$ cat src/rtl/fir_da_pkg.sv
// Shared width helpers for the distributed-arithmetic FIR.
// Assumes all arguments are positive; used by the RTL and by the bench.
package fir_da_pkg;

    // Integer ceiling division.
    function automatic int cdiv(input int a, input int b);
        return (a + b - 1) / b;
    endfunction

    // Width of one lookup entry: sum of na signed cw-bit coefficients.
    function automatic int lut_w(input int cw, input int na);
        return cw + $clog2(na) + 1;
    endfunction

    // Processed word width after the optional pre-adder and padding to a digit multiple.
    function automatic int pad_w(input int dw, input int symm, input int b);
        return cdiv(dw + symm, b) * b;
    endfunction

    // Full-precision output width.
    function automatic int out_w(input int dw, input int cw, input int taps,
                                 input int symm, input int b);
        int na;
        na = (symm != 0) ? taps / 2 : taps;
        return lut_w(cw, na) + pad_w(dw, symm, b) + 1;
    endfunction

endpackage

$ cat src/rtl/fir_da_rom.sv
// Coefficient-sum lookup for one bit position.
// Entry a holds the sum of coefficients c[k] for every k whose bit is set in a.
// The table is computed from COEFS at elaboration; only the low NA coefficients are read.
module fir_da_rom #(
    parameter int TAPS = 4,
    parameter int NA   = 4,
    parameter int CW   = 8,
    parameter int LW   = 11,
    parameter logic [TAPS*CW-1:0] COEFS = '0
) (
    input  logic [NA-1:0]          addr_i,
    output logic signed [LW-1:0]   val_o
);

    localparam int DEPTH = 2 ** NA;

    // Sum of the coefficients selected by address a.
    function automatic logic signed [LW-1:0] entry(input int a);
        logic signed [LW-1:0] s;
        logic signed [CW-1:0] c;
        s = '0;
        for (int k = 0; k < NA; k++) begin
            c = COEFS[k*CW +: CW];
            if (((a >> k) & 1) == 1)
                s = s + {{(LW-CW){c[CW-1]}}, c};
        end
        return s;
    endfunction

    logic signed [LW-1:0] tbl [DEPTH];

    for (genvar a = 0; a < DEPTH; a++) begin : g_entry
        assign tbl[a] = entry(a);
    end

    // Table read.
    assign val_o = tbl[addr_i];

endmodule

$ cat src/rtl/fir_da_line.sv
// Delay line, optional mirrored-tap pre-adder and per-tap digit shifters.
// On load the taps shift and the processed words are captured from the new tap contents.
// On each step the processed words shift right by B bits, arithmetically.
// Assumes TAPS is even when SYMM is set, and PW >= DW + SYMM.
module fir_da_line #(
    parameter int TAPS = 4,
    parameter int DW   = 8,
    parameter int NA   = 4,
    parameter int PW   = 8,
    parameter int B    = 1,
    parameter int SYMM = 0
) (
    input  logic                    clk,
    input  logic                    rst_n,
    input  logic                    load_i,
    input  logic                    step_i,
    input  logic [DW-1:0]           sample_i,
    output logic [B-1:0][NA-1:0]    dig_o
);

    logic signed [DW-1:0] x_q [TAPS];
    logic signed [DW-1:0] x_n [TAPS];
    logic signed [PW-1:0] w_q [NA];
    logic signed [PW-1:0] w_n [NA];

    // Next delay-line contents when a sample is accepted.
    always_comb begin
        x_n[0] = sample_i;
        for (int k = 1; k < TAPS; k++) x_n[k] = x_q[k-1];
    end

    // Words fed to the digit engine: a single tap, or a mirrored pair summed one bit wider.
    always_comb begin
        for (int k = 0; k < NA; k++) begin
            if (SYMM != 0) w_n[k] = PW'(x_n[k]) + PW'(x_n[TAPS-1-k]);
            else           w_n[k] = PW'(x_n[k]);
        end
    end

    // Tap and digit-word registers.
    always_ff @(posedge clk) begin
        if (!rst_n) begin
            for (int k = 0; k < TAPS; k++) x_q[k] <= '0;
            for (int k = 0; k < NA; k++)   w_q[k] <= '0;
        end else if (load_i) begin
            for (int k = 0; k < TAPS; k++) x_q[k] <= x_n[k];
            for (int k = 0; k < NA; k++)   w_q[k] <= w_n[k];
        end else if (step_i) begin
            for (int k = 0; k < NA; k++)   w_q[k] <= w_q[k] >>> B;
        end
    end

    // Lookup addresses: bit j of every word forms the address of table j.
    always_comb begin
        for (int j = 0; j < B; j++)
            for (int k = 0; k < NA; k++)
                dig_o[j][k] = w_q[k][j];
    end

    AST_TAP_CAPTURE: assert property (@(posedge clk) disable iff (!rst_n)
        load_i |=> (x_q[0] == $past(sample_i)));
    AST_TAPS_HOLD: assert property (@(posedge clk) disable iff (!rst_n)
        !load_i |=> $stable(x_q[0]));

endmodule

$ cat src/rtl/fir_da_acc.sv
// Digit sequencer and shift-accumulate stage.
// Each busy cycle adds the B lookup outputs, each weighted by its bit position,
// scaled by the digit index. The sign slice of the last digit is subtracted.
// A new sample may load in the final-digit cycle; the accumulator clears on load or on finish.
module fir_da_acc #(
    parameter int B   = 1,
    parameter int LW  = 11,
    parameter int CPO = 8,
    parameter int OW  = 20
) (
    input  logic                    clk,
    input  logic                    rst_n,
    input  logic                    in_valid_i,
    input  logic [B*LW-1:0]         lut_i,
    output logic                    load_o,
    output logic                    step_o,
    output logic                    out_valid_o,
    output logic signed [OW-1:0]    out_result_o
);

    localparam int DCW = (CPO > 1) ? $clog2(CPO) : 1;

    logic                  busy_q;
    logic [DCW-1:0]        d_q;
    logic signed [OW-1:0]  acc_q;
    logic                  last;
    logic signed [LW-1:0]  lv;
    logic signed [OW-1:0]  wv;
    logic signed [OW-1:0]  part;
    logic signed [OW-1:0]  term;
    logic signed [OW-1:0]  nxt;

    // Final-digit flag and the acceptance rule.
    assign last   = busy_q && (d_q == DCW'(CPO - 1));
    assign load_o = in_valid_i && (!busy_q || last);
    assign step_o = busy_q;

    // Weighted sum of this digit's lookup outputs, sign slice negated.
    always_comb begin
        part = '0;
        lv   = '0;
        wv   = '0;
        for (int j = 0; j < B; j++) begin
            lv = lut_i[j*LW +: LW];
            wv = OW'(lv) <<< j;
            if (last && (j == B - 1)) part = part - wv;
            else                      part = part + wv;
        end
        term = part <<< (int'(d_q) * B);
        nxt  = acc_q + term;
    end

    // Sequencer, accumulator and output registers.
    always_ff @(posedge clk) begin
        if (!rst_n) begin
            busy_q       <= 1'b0;
            d_q          <= '0;
            acc_q        <= '0;
            out_valid_o  <= 1'b0;
            out_result_o <= '0;
        end else begin
            out_valid_o <= last;
            if (last) out_result_o <= nxt;
            if (load_o) begin
                busy_q <= 1'b1;
                d_q    <= '0;
                acc_q  <= '0;
            end else if (last) begin
                busy_q <= 1'b0;
                d_q    <= '0;
                acc_q  <= '0;
            end else if (busy_q) begin
                d_q    <= d_q + 1'b1;
                acc_q  <= nxt;
            end
        end
    end

    AST_OUT_AFTER_BUSY: assert property (@(posedge clk) disable iff (!rst_n)
        out_valid_o |-> $past(busy_q));
    AST_START_DIGIT: assert property (@(posedge clk) disable iff (!rst_n)
        $rose(busy_q) |-> (d_q == '0));
    AST_DIGIT_STEP: assert property (@(posedge clk) disable iff (!rst_n)
        (busy_q && $past(busy_q) && !$past(load_o) && !$past(last))
            |-> (d_q == $past(d_q) + 1'b1));

endmodule

$ cat src/rtl/fir_da_top.sv
// Digit-serial distributed-arithmetic FIR filter, fixed coefficients.
// BITS_PER_CLK bit positions are resolved per clock through that many lookup tables.
// Assumes TAPS is even when SYMMETRIC is set; in that mode only the low TAPS/2 coefficients are used.
module fir_da_top
    import fir_da_pkg::*;
#(
    parameter int TAPS         = 4,
    parameter int DATA_W       = 8,
    parameter int COEF_W       = 8,
    parameter int BITS_PER_CLK = 1,
    parameter int SYMMETRIC    = 0,
    parameter logic [TAPS*COEF_W-1:0] COEFS = 32'hFE07_FB03,
    localparam int OUT_W = out_w(DATA_W, COEF_W, TAPS, SYMMETRIC, BITS_PER_CLK)
) (
    input  logic                     clk,
    input  logic                     rst_n,
    input  logic                     in_valid,
    input  logic [DATA_W-1:0]        in_sample,
    output logic                     out_valid,
    output logic signed [OUT_W-1:0]  out_result
);

    localparam int NA  = (SYMMETRIC != 0) ? TAPS / 2 : TAPS;
    localparam int PW  = pad_w(DATA_W, SYMMETRIC, BITS_PER_CLK);
    localparam int CPO = PW / BITS_PER_CLK;
    localparam int LW  = lut_w(COEF_W, NA);

    logic                            load;
    logic                            step;
    logic [BITS_PER_CLK-1:0][NA-1:0] dig;
    logic [BITS_PER_CLK*LW-1:0]      lut_bus;

    fir_da_line #(
        .TAPS(TAPS), .DW(DATA_W), .NA(NA), .PW(PW),
        .B(BITS_PER_CLK), .SYMM(SYMMETRIC)
    ) u_line (
        .clk(clk), .rst_n(rst_n), .load_i(load), .step_i(step),
        .sample_i(in_sample), .dig_o(dig)
    );

    for (genvar j = 0; j < BITS_PER_CLK; j++) begin : g_rom
        fir_da_rom #(
            .TAPS(TAPS), .NA(NA), .CW(COEF_W), .LW(LW), .COEFS(COEFS)
        ) u_rom (
            .addr_i(dig[j]), .val_o(lut_bus[j*LW +: LW])
        );
    end

    fir_da_acc #(
        .B(BITS_PER_CLK), .LW(LW), .CPO(CPO), .OW(OUT_W)
    ) u_acc (
        .clk(clk), .rst_n(rst_n), .in_valid_i(in_valid), .lut_i(lut_bus),
        .load_o(load), .step_o(step), .out_valid_o(out_valid),
        .out_result_o(out_result)
    );

endmodule

$ cat config.mk
export PLATFORM = sky130hd
export DESIGN_NAME = fir_da_top
export DESIGN_NICKNAME = d
export VERILOG_FILES = /design/src/rtl/fir_da_pkg.sv /design/src/rtl/fir_da_rom.sv /design/src/rtl/fir_da_line.sv /design/src/rtl/fir_da_acc.sv /design/src/rtl/fir_da_top.sv
export SDC_FILE = /design/constraint.sdc
export NUM_CORES = 1
export LEC_CHECK = 0
export BUFFER_PORTS_ARGS = -buffer_cell sky130_fd_sc_hd__buf_4
export CAP_MARGIN = 20
export CORE_MARGIN = 1
export CORE_UTILIZATION = 60
export CTS_BUF_LIST = sky130_fd_sc_hd__clkbuf_4
export CTS_CLUSTER_DIAMETER = 60
export DETAILED_ROUTE_END_ITERATION = 12
export GPL_TIMING_DRIVEN = 0
export PLACE_DENSITY = 0.79
export SLEW_MARGIN = 10
export SYNTH_ARGS = -nofsm -noshare
export SYNTH_HDL_FRONTEND = slang
export SYNTH_SLANG_ARGS = --single-unit
$ cat constraint.sdc
create_clock -name clk -period 7.6 [get_ports clk]
set_input_delay 0.38 -clock clk [delete_from_list [all_inputs] [get_ports clk]]
set_output_delay 0.38 -clock clk [all_outputs]
set_load 0.01 [all_outputs]
After elaboration in Yosys (flattened, before gate mapping)

Memories as Yosys holds them, arrays and structs flattened.
Cells that the tools add are included.

Add/subtract/negate cells: 3
$lt $le $gt $ge: 1
Eq/ne operators: 1
Shifts and indexed selects: 1
Muxes and demuxes: 25
Bitwise operators: 14
Reduce and logical (&&, ||, !) cells: 6

Operator list:

| cell                    | number |
|---|---|
| $mux W8                 | 12 |
| $mux W11                | 2 |
| $add A20 B20 Y20        | 1 |
| $mux W20                | 1 |
| $sshl A20 B3 Y20        | 1 |
| $or A1 B1 Y1            | 12 |
| $sub A1 B11 Y12 const A | 1 |
| $mux W1                 | 10 |
| $ge A5 B5 Y1 const B    | 1 |
| $not A4 Y5              | 1 |
| $add A3 B1 Y3 const B   | 1 |
| $eq A3 B3 Y1 const B    | 1 |
| $reduce_or A3 Y1        | 1 |
| $logic_and A1 B1 Y1     | 2 |
| $reduce_bool A2 Y1      | 1 |
| $logic_not A1 Y1        | 1 |
| $logic_or A1 B1 Y1      | 1 |
| $not A1 Y1              | 1 |

Register bits: 45
RAM bits: 64
Bits in read-only memories: 176
Output and inout port bits: 21
Logic and storage cells: 59
Memories: 3

Memory list:

| name            | words | width | read ports | clocked after memory_dff | write ports | line              | RTL |
|---|---|---|---|---|---|---|---|
| (no name shown) | 16    | 11    | 1          | 0                        | 0           | fir_da_rom.sv:37  | `assign val_o = tbl[addr_i];` |
| u_line.w_q      | 4     | 8     | 4          | 0                        | 4           | fir_da_line.sv:23 | `logic signed [PW-1:0] w_q [NA];` |
| u_line.x_q      | 4     | 8     | 3          | 0                        | 4           | fir_da_line.sv:21 | `logic signed [DW-1:0] x_q [TAPS];` |

Depth between registers and ports, before layout

Gate-level depths: netlist of the first run.

Word-level depth: 9
Gate-level depth with buffers: 21

Cells and area by module

Synthesis of the first run repeated with hierarchy kept, for this count alone.

Cell total of the unflattened synthesis: 626
Area total of the unflattened synthesis: 5988.2 um^2

By module, submodules not included:

| module      | times used | cells an instance | area an instance (um^2) | seq. area each (um^2) |
|---|---|---|---|---|
| fir_da_acc  | 1          | 460               | 3452.1                  | 900.9 |
| fir_da_line | 1          | 140               | 2307.2                  | 1681.6 |
| fir_da_rom  | 1          | 26                | 229.0                   | 0.0 |

Worst setup path before layout of the first run

Ideal clock, no wire load.

Path type: register to register
Start point: memory u_line.w_q[0][0]
End point: register u_acc.acc_q[14]
Setup time: 127 ps
Arrival: 4197 ps
Data required time: 7473 ps
Setup slack: 3276 ps
Stages on the path, launching flop included: 22
Period minus slack after synthesis: 4324 ps
Cell sequence: edfxtp_1 inv_1 ha_1 nand2_1 a21oi_1 o21bai_4 or2_2 ha_1 nor2_1 nor3_1 a41oi_1 and2_1 o21ai_0 o22ai_1 ha_1 o21ai_0 a211oi_1 o31ai_1 o21ai_1 a211oi_1 mux2i_1 o21ai_0

RTL lines:

| what                 | line              | RTL |
|---|---|---|
| from (decl)          | fir_da_line.sv:23 |  |
| to (signal assigned) | fir_da_acc.sv:74  | `acc_q <= nxt;` |
| to (decl)            | fir_da_acc.sv:25  | `logic signed [OW-1:0] acc_q;` |

==> results of run 1 <==
Yosys cell counts (2+ instances only):
| master | n | area share (%) |
|---|---|---|
| a211oi_1 | 9 | 1.2 |
| o22ai_1 | 4 | 0.43 |
| a31oi_1 | 6 | 0.65 |
| or2_2 | 3 | 0.32 |
| nand2_1 | 59 | 3.8 |
| nand3_1 | 22 | 1.9 |
| xnor2_1 | 8 | 1.2 |
| a22o_1 | 7 | 1.1 |
| edfxtp_1 | 56 | 29 |
| o31a_1 | 2 | 0.30 |
| ha_1 | 31 | 6.7 |
| nand2b_1 | 6 | 0.65 |
| a21o_1 | 33 | 4.3 |
| or3_1 | 9 | 0.97 |
| nor2b_1 | 4 | 0.43 |
| buf_1 | 3 | 0.19 |
| mux2i_1 | 16 | 2.8 |
| a211o_1 | 2 | 0.30 |
| and3_1 | 2 | 0.22 |
| dfxtp_1 | 45 | 16 |
| mux2_2 | 4 | 0.78 |
| xor2_1 | 5 | 0.76 |
| nand4_1 | 9 | 0.97 |
| a21oi_1 | 43 | 3.7 |
| and2_1 | 39 | 4.2 |
| buf_6 | 3 | 0.58 |
| clkbuf_1 | 26 | 1.7 |
| nor2_1 | 39 | 2.5 |
| o211ai_1 | 5 | 0.65 |
| o21a_1 | 8 | 1.0 |
| nor3_1 | 12 | 1.0 |
| o31ai_1 | 2 | 0.26 |
| o32ai_1 | 2 | 0.30 |
| inv_1 | 20 | 1.3 |
| o21ai_0 | 31 | 2.7 |
sequential cells by signal, indices dropped and copies added (netlist names):
signal / cells
u_line.w_q: 32
u_acc.step_o: 1
u_acc.out_valid_o: 1
u_acc.acc_q: 20
u_acc.d_q: 3
u_acc.out_result_o: 20
u_line.x_q: 24
stage by stage:
| stage | hold slack [ns] | cells | cell area, sq um |
|---|---|---|---|
| 2_1_floorplan | 0.445 | 604 | 5780 |
| 3_5_place_dp | 0.450 | 765 | 6210 |
| 4_1_cts | 0.179 | 781 | 6340 |
| 6_report | 0.204 | 782 | 6340 |
| 5_1_grt | 0.171 | 782 | 6340 |
| 3_3_place_gp | 0.444 | 764 | 6180 |
critical path: stages (launching register included):
cell,delay [ns]
edfxtp_1,0.47
inv_1,0.09
ha_1,0.42
nand2_1,0.07
a21oi_1,0.27
o21bai_4,0.15
or2_2,0.29
ha_1,0.27
nor2_1,0.17
nor3_1,0.07
a41oi_1,0.25
and2_1,0.23
o21ai_0,0.10
o22ai_1,0.36
ha_1,0.38
a21oi_1,0.26
nor2_1,0.08
a211o_1,0.26
a21oi_1,0.38
o31a_1,0.28
mux2i_1,0.25
mux2i_1,0.21
final timing paths:
path	from	to	slack [ns]
setup / recovery	u_line.w_q[0][0]	u_acc.acc_q[19]	2.20
hold / removal	in_sample[7]	u_line.w_q[0][7]	0.20
setup reg to reg	u_line.w_q[0][0]	u_acc.acc_q[19]	2.20
hold reg to reg	u_acc.out_result_o[13]	u_acc.out_result_o[13]	0.47
cell families (layout without fill, tap and decap cells):
logic type,after synthesis,in the layout,share of synthesized area (%)
compound gates,170,170,20.0
xor+xnor,13,13,1.97
fa+ha+maj,32,32,7.05
buf+inv,56,104,4.15
flops,101,101,44.6
mux,22,22,4.20
other cells,0,1,0
simple gates,210,210,18.0
routing by layer:
metal  GRT usage (%)  vias to the layer above
met3            7.31                       42
met1            41.6                     2229
met5               0                        -
met4            11.1                        0
li1                -                     2265
met2            43.3                      219
report_power, final:
group | internal [mW] | switching [mW] | total (mW)
sequential | 0.608 | 0.0121 | 0.620
combinational | 0.102 | 0.175 | 0.278
clock | 0.0771 | 0.189 | 0.266
layout make-up:
cell class,count,share of cell area [%]
multi-input cells,447,46.7
clock buffers,10,1.18
clock inverters,6,0.947
inverters,22,1.30
well taps,129,2.54
repair buffers,32,4.10
flip-flops and latches,101,40.7
diodes,1,0.0394
plain buffers,34,2.49
==> results.py, run 1 <==
metrics = {
    "grt": {
        "grt_first_pass_wirelength_mm": 22.3,
        "antenna_found_initial": 1,
        "grt_pass1_vias": 4361,
        "grt_usage_pct": 29.3,
        "grt_max_degree": 20,
        "grt-ovfl-total": 0,
    },
    "clock_network": {
        "cts_root_buf": "clkbuf_4",
        "clk_path_buf_depth": 2,
        "cts-resized-gates": 0,
        "tritoncts.num_buffers": 9,
        "postCtsSetupBuffers": 0,
        "clkSinkCount": 101,
        "cts.clk_slew.worst_paths_ns": 0.17,
        "clk_latency_ns": 0.45,
        "htree_levels": 3,
        "cts_tree": "done",
        "cts.hold.buffers_added": 0,
    },
    "sta": {
        "hold_viol_final": 0,
        "rsz0062_at_grt": "false",
        "finalClockSkew_ns": 0.0163,
        "min_period_over_period_pct": 71.0,
        "fin_ws_ns": 2.20,
        "slew_headroom_pct": 48.5,
        "report.final.slew_viol_count": 0,
        "final.min_clock_period_ns": 5.40,
        "fmax_mhz": 185,
        "tightest_slew_ns": 0.770,
        "fin_tns_setup_ns": 0,
        "setup_violations": 0,
    },
    "worst_setup_path": {
        "cp.arrival_ns": 5.78,
        "start_kind": "flip-flop",
        "r2r_cells": 21,
        "crit_required_ns": 7.98,
        "critPathCaptureType": "flip-flop",
        "crit_fanout": 7,
        "crit_type": "reg -> reg",
    },
    "placed_design": {
        "place_congestion": 1.02,
        "dpl.hpwl_mm": 10.4,
        "io_buffers": 31,
        "dp_slack_ns": 2.40,
    },
    "yosys": {
        "async_flop_share_pct": 0,
        "syn_nets": 647,
        "synthDistinctLibCells": 64,
        "synth_cells": 604,
        "syn_area_per_cell_sq_um": 9.58,
        "synthesis.yosys.warnings": 0,
        "synth-seq-cells": 101,
        "syn_area_sq_mm": 0.00578,
        "seq_area_frac_synth_pct": 44.6,
        "synth_edf_count": 56,
        "synth_top_flop_cell": "edfxtp_1",
    },
    "die": {
        "core_area_sq_mm": 0.00928,
        "die_x_um": 100,
        "rows": 35,
        "pin_count": 32,
        "start_util_pct": 62.3,
        "chipHeight_um": 100,
        "dieArea_sq_mm": 0.0100,
    },
    "drt": {
        "met2_length_mm": 6.12,
        "postRouteAntennaNets": 0,
        "wl_per_cell_um": 17.7,
        "drc": 0,
        "met1Wirelength_mm": 6.13,
        "routed_via_density": 6.08,
        "vias": 4755,
        "routed_wl_mm": 13.9,
        "wl_met3_mm": 1.20,
        "drtIter0Drc": 411,
        "firstDrtPassIters": 6,
        "highest_layer": "met4",
    },
    "final_layout": {
        "syn_to_final_growth_pct": 9.67,
        "drive_gt1_share_pct": 11.0,
        "layout_commonest_cell": "nand2_1",
        "final_cell_mix": "59 x nand2_1, 56 x edfxtp_1, 45 x dfxtp_1, 43 x a21oi_1",
        "utilization_pct": 68.3,
        "fillers": 777,
        "layout.nets": 690,
        "seqCellArea_sq_mm": 0.00258,
        "multi_input_area_sq_mm": 0.00296,
    },
    "power": {
        "leakagePower_nw": 2.75,
        "power_mw": 1.16,
        "p_per_area_mw_per_mm2": 184,
        "max-vdd-ir-drop_v": 0.000122,
    },
    "min_path": {
        "hold_class": "in -> reg",
        "hold_path_depth": 2,
    },
    "flow_run": {
        "maxCapViolations": 0,
    },
    "run_status": {
        "outcome": "finished, final reports clean",
    },
}
Power figures use the tool's default switching activity.
==> run 2: changes to the inputs <==
Settings changed: CORE_UTILIZATION 60 to 57, PLACE_DENSITY 0.79 to 0.78.
Clock period 7.6 ns to 4.4 ns, I/O delays scaled along.
==> results.py, run 2 (synthesized netlist as in run 1, its figures left out) <==
metrics = {
    "clock_network": {
        "clk_path_buf_depth": 2,
        "tritoncts.num_buffers": 9,
        "clk_latency_ns": 0.48,
        "cts.clk_slew.worst_paths_ns": 0.17,
        "clkSinkCount": 101,
        "htree_levels": 3,
        "cts_root_buf": "clkbuf_4",
        "cts_tree": "done",
    },
    "worst_setup_path": {
        "cp-startpoint": "u_line.w_q[1][0]",
        "crit_fanout": 10,
        "start_kind": "flip-flop",
        "worstSetupEndpoint": "u_acc.acc_q[19]",
        "reg2reg_slack_ns": 0.04,
        "r2r_cells": 18,
        "cp.arrival_ns": 4.78,
        "crit_path_cell_trace": "ha_2 > or2b_1 > a31oi_1 > ha_1 > inv_1 > o31a_1 > nor2_2 > mux2_4 > a31oi_1 > ha_1 > clkbuf_2 > nand2_1 > o21a_1 > nor2_1 > a211oi_1 > o31a_1 > mux2i_1 > mux2i_1",
        "crit_type": "reg -> reg",
        "crit_required_ns": 4.82,
        "cpPeakStageDelay_ns": 0.49,
        "critPathCaptureType": "flip-flop",
        "slowest_stage": "edfxtp_1",
        "r2r_end": "u_acc.acc_q[19]",
        "worstReg2RegStart": "u_line.w_q[1][0]",
    },
    "grt": {
        "grt_max_degree": 21,
        "antenna_found_initial": 0,
        "grt_pass1_vias": 4283,
        "grt_first_pass_wirelength_mm": 21.6,
        "grt_usage_pct": 27.4,
        "grt-ovfl-total": 0,
    },
    "die": {
        "dieArea_sq_mm": 0.0106,
        "die_x_um": 103,
        "pin_count": 32,
        "start_util_pct": 58.9,
        "rows": 36,
        "chipHeight_um": 103,
        "core_area_sq_mm": 0.00982,
    },
    "final_layout": {
        "syn_to_final_growth_pct": 17.3,
        "top_register": "u_line.w_q",
        "largest_register_ffs": 32,
        "reg_top3": "u_line.w_q: 32 flops, u_line.x_q: 24 flops",
        "fillers": 775,
        "final_cell_mix": "57 x nand2_1, 56 x edfxtp_1, 54 x buf_4, 45 x dfxtp_1, 38 x and2_1",
        "finalNonFillerCells": 808,
        "layout.nets": 713,
        "fin_area_sq_mm": 0.00679,
        "drive_gt1_share_pct": 20.4,
        "layout_commonest_cell": "nand2_1",
        "antenna_cells": 0,
    },
    "drt": {
        "drc": 0,
        "routed_via_density": 6.00,
        "vias": 4845,
        "wl_per_cell_um": 17.7,
        "firstDrtPassIters": 5,
        "routed_wl_mm": 14.3,
        "drtIter0Drc": 403,
        "postRouteAntennaNets": 0,
    },
    "power": {
        "max-vdd-ir-drop_v": 0.000224,
        "power_mw": 2.12,
        "leakagePower_nw": 2.89,
        "p_switching_mw": 0.706,
        "p_per_area_mw_per_mm2": 313,
        "intPower_mw": 1.42,
        "p_seq_share_pct": 50.4,
        "p_comb_share_pct": 26.8,
        "clock_power_share_pct": 22.8,
        "sw_frac_of_total_pct": 33.2,
    },
    "flow_run": {
        "maxCapViolations": 0,
    },
    "placed_design": {
        "io_buffers": 31,
        "dpl.hpwl_mm": 10.1,
        "place_area_sq_mm": 0.00620,
        "placed_cells": 769,
        "place_congestion": 0.979,
    },
    "sta": {
        "slew_headroom_pct": 49.3,
        "report.final.slew_viol_count": 0,
        "finalClockSkew_ns": 0.0167,
        "final.min_clock_period_ns": 4.36,
        "tightest_slew_ns": 0.758,
        "setup_violations": 0,
        "hold_viol_final": 0,
        "min_period_over_period_pct": 99.1,
        "fmax_mhz": 229,
        "rsz0062_at_grt": "true",
    },
    "run_status": {
        "outcome": "finished, final reports clean",
    },
    "min_path": {
        "hold_class": "in -> reg",
    },
}
[run 2: repair_timing]
| item | CTS | global route |
|---|---|---|
| buffers inserted | 16 | 7 |
| setup endpoints to repair | 30 | 26 |
| hold endpoints to repair | 2 | 0 |
| pin swaps | 21 | 25 |
| hold buffers | 1 | 0 |
| resized for setup | 23 | 38 |
[run 2: critical path: cells and delay by family (launching register included)]
family / cells / cell delay [ns]
AND/OR/NAND/NOR: 4 / 0.63
flip-flops: 1 / 0.49
AO/OA/AOI/OAI: 6 / 1.50
adder cells (fa/ha/maj): 3 / 0.75
multiplexers: 3 / 0.68
buffers and inverters: 2 / 0.25
[run 2: final cells by class]
type	count	area (sq um)	share of cell area, %
buffer	33	156	2.30
sequential	101	2580	38.0
tap	133	166	2.45
clock inverter	7	76.3	1.12
timing repair buffer	56	428	6.30
inverter	22	82.6	1.22
multi-input combinational	447	3230	47.6
clock buffer	9	67.6	0.995
[run 2: power by group through the flow]
stage               clock network (mW)  registers, mW  logic, mW
floorplan                            0           1.09      0.344
global placement                     0           1.09      0.440
detailed placement                   0           1.09      0.455
CTS                              0.492           1.07      0.498
global route                     0.528           1.08      0.613
finish                           0.484           1.07      0.569
[run 2: worst min-delay path by stage]
stage          cells after the start                      to                   start  slack [ns]
2_1_floorplan                      2   u_acc.out_result_o[1]                   rst_n        0.40
3_3_place_gp                       2  u_acc.out_result_o[13]  u_acc.out_result_o[13]        0.44
3_5_place_dp                       2  u_acc.out_result_o[17]  u_acc.out_result_o[17]        0.45
4_1_cts                            2        u_line.x_q[0][3]            in_sample[3]       0.006
5_1_grt                            2        u_line.x_q[0][3]            in_sample[3]       0.006
6_report                           2        u_line.x_q[0][3]            in_sample[3]        0.03
[run 2: stage by stage]
step / setup TNS (ns) / utilization [%] / hold slack [ns] / setup WS [ns]
floorplan: 0 / - / 0.401 / 0.0759
global placement: -9.67 / 63.0 / 0.438 / -0.694
detailed placement: -13.81 / 63.1 / 0.449 / -0.871
CTS: 0 / 66.9 / 0.00580 / 0.00152
global route: -0.528 / 69.1 / 0.00635 / -0.116
finish: 0 / 69.1 / 0.0280 / 0.0387
[run 2: metal layers]
layer / vias to the layer above / part of all wire, % / track usage, %
li1: 2319 / - / -
met1: 2293 / 46 / 38.5
met2: 190 / 44 / 41.3
met3: 43 / 7.1 / 5.90
met4: 0 / 3.3 / 11.4
met5: - / 0 / 0
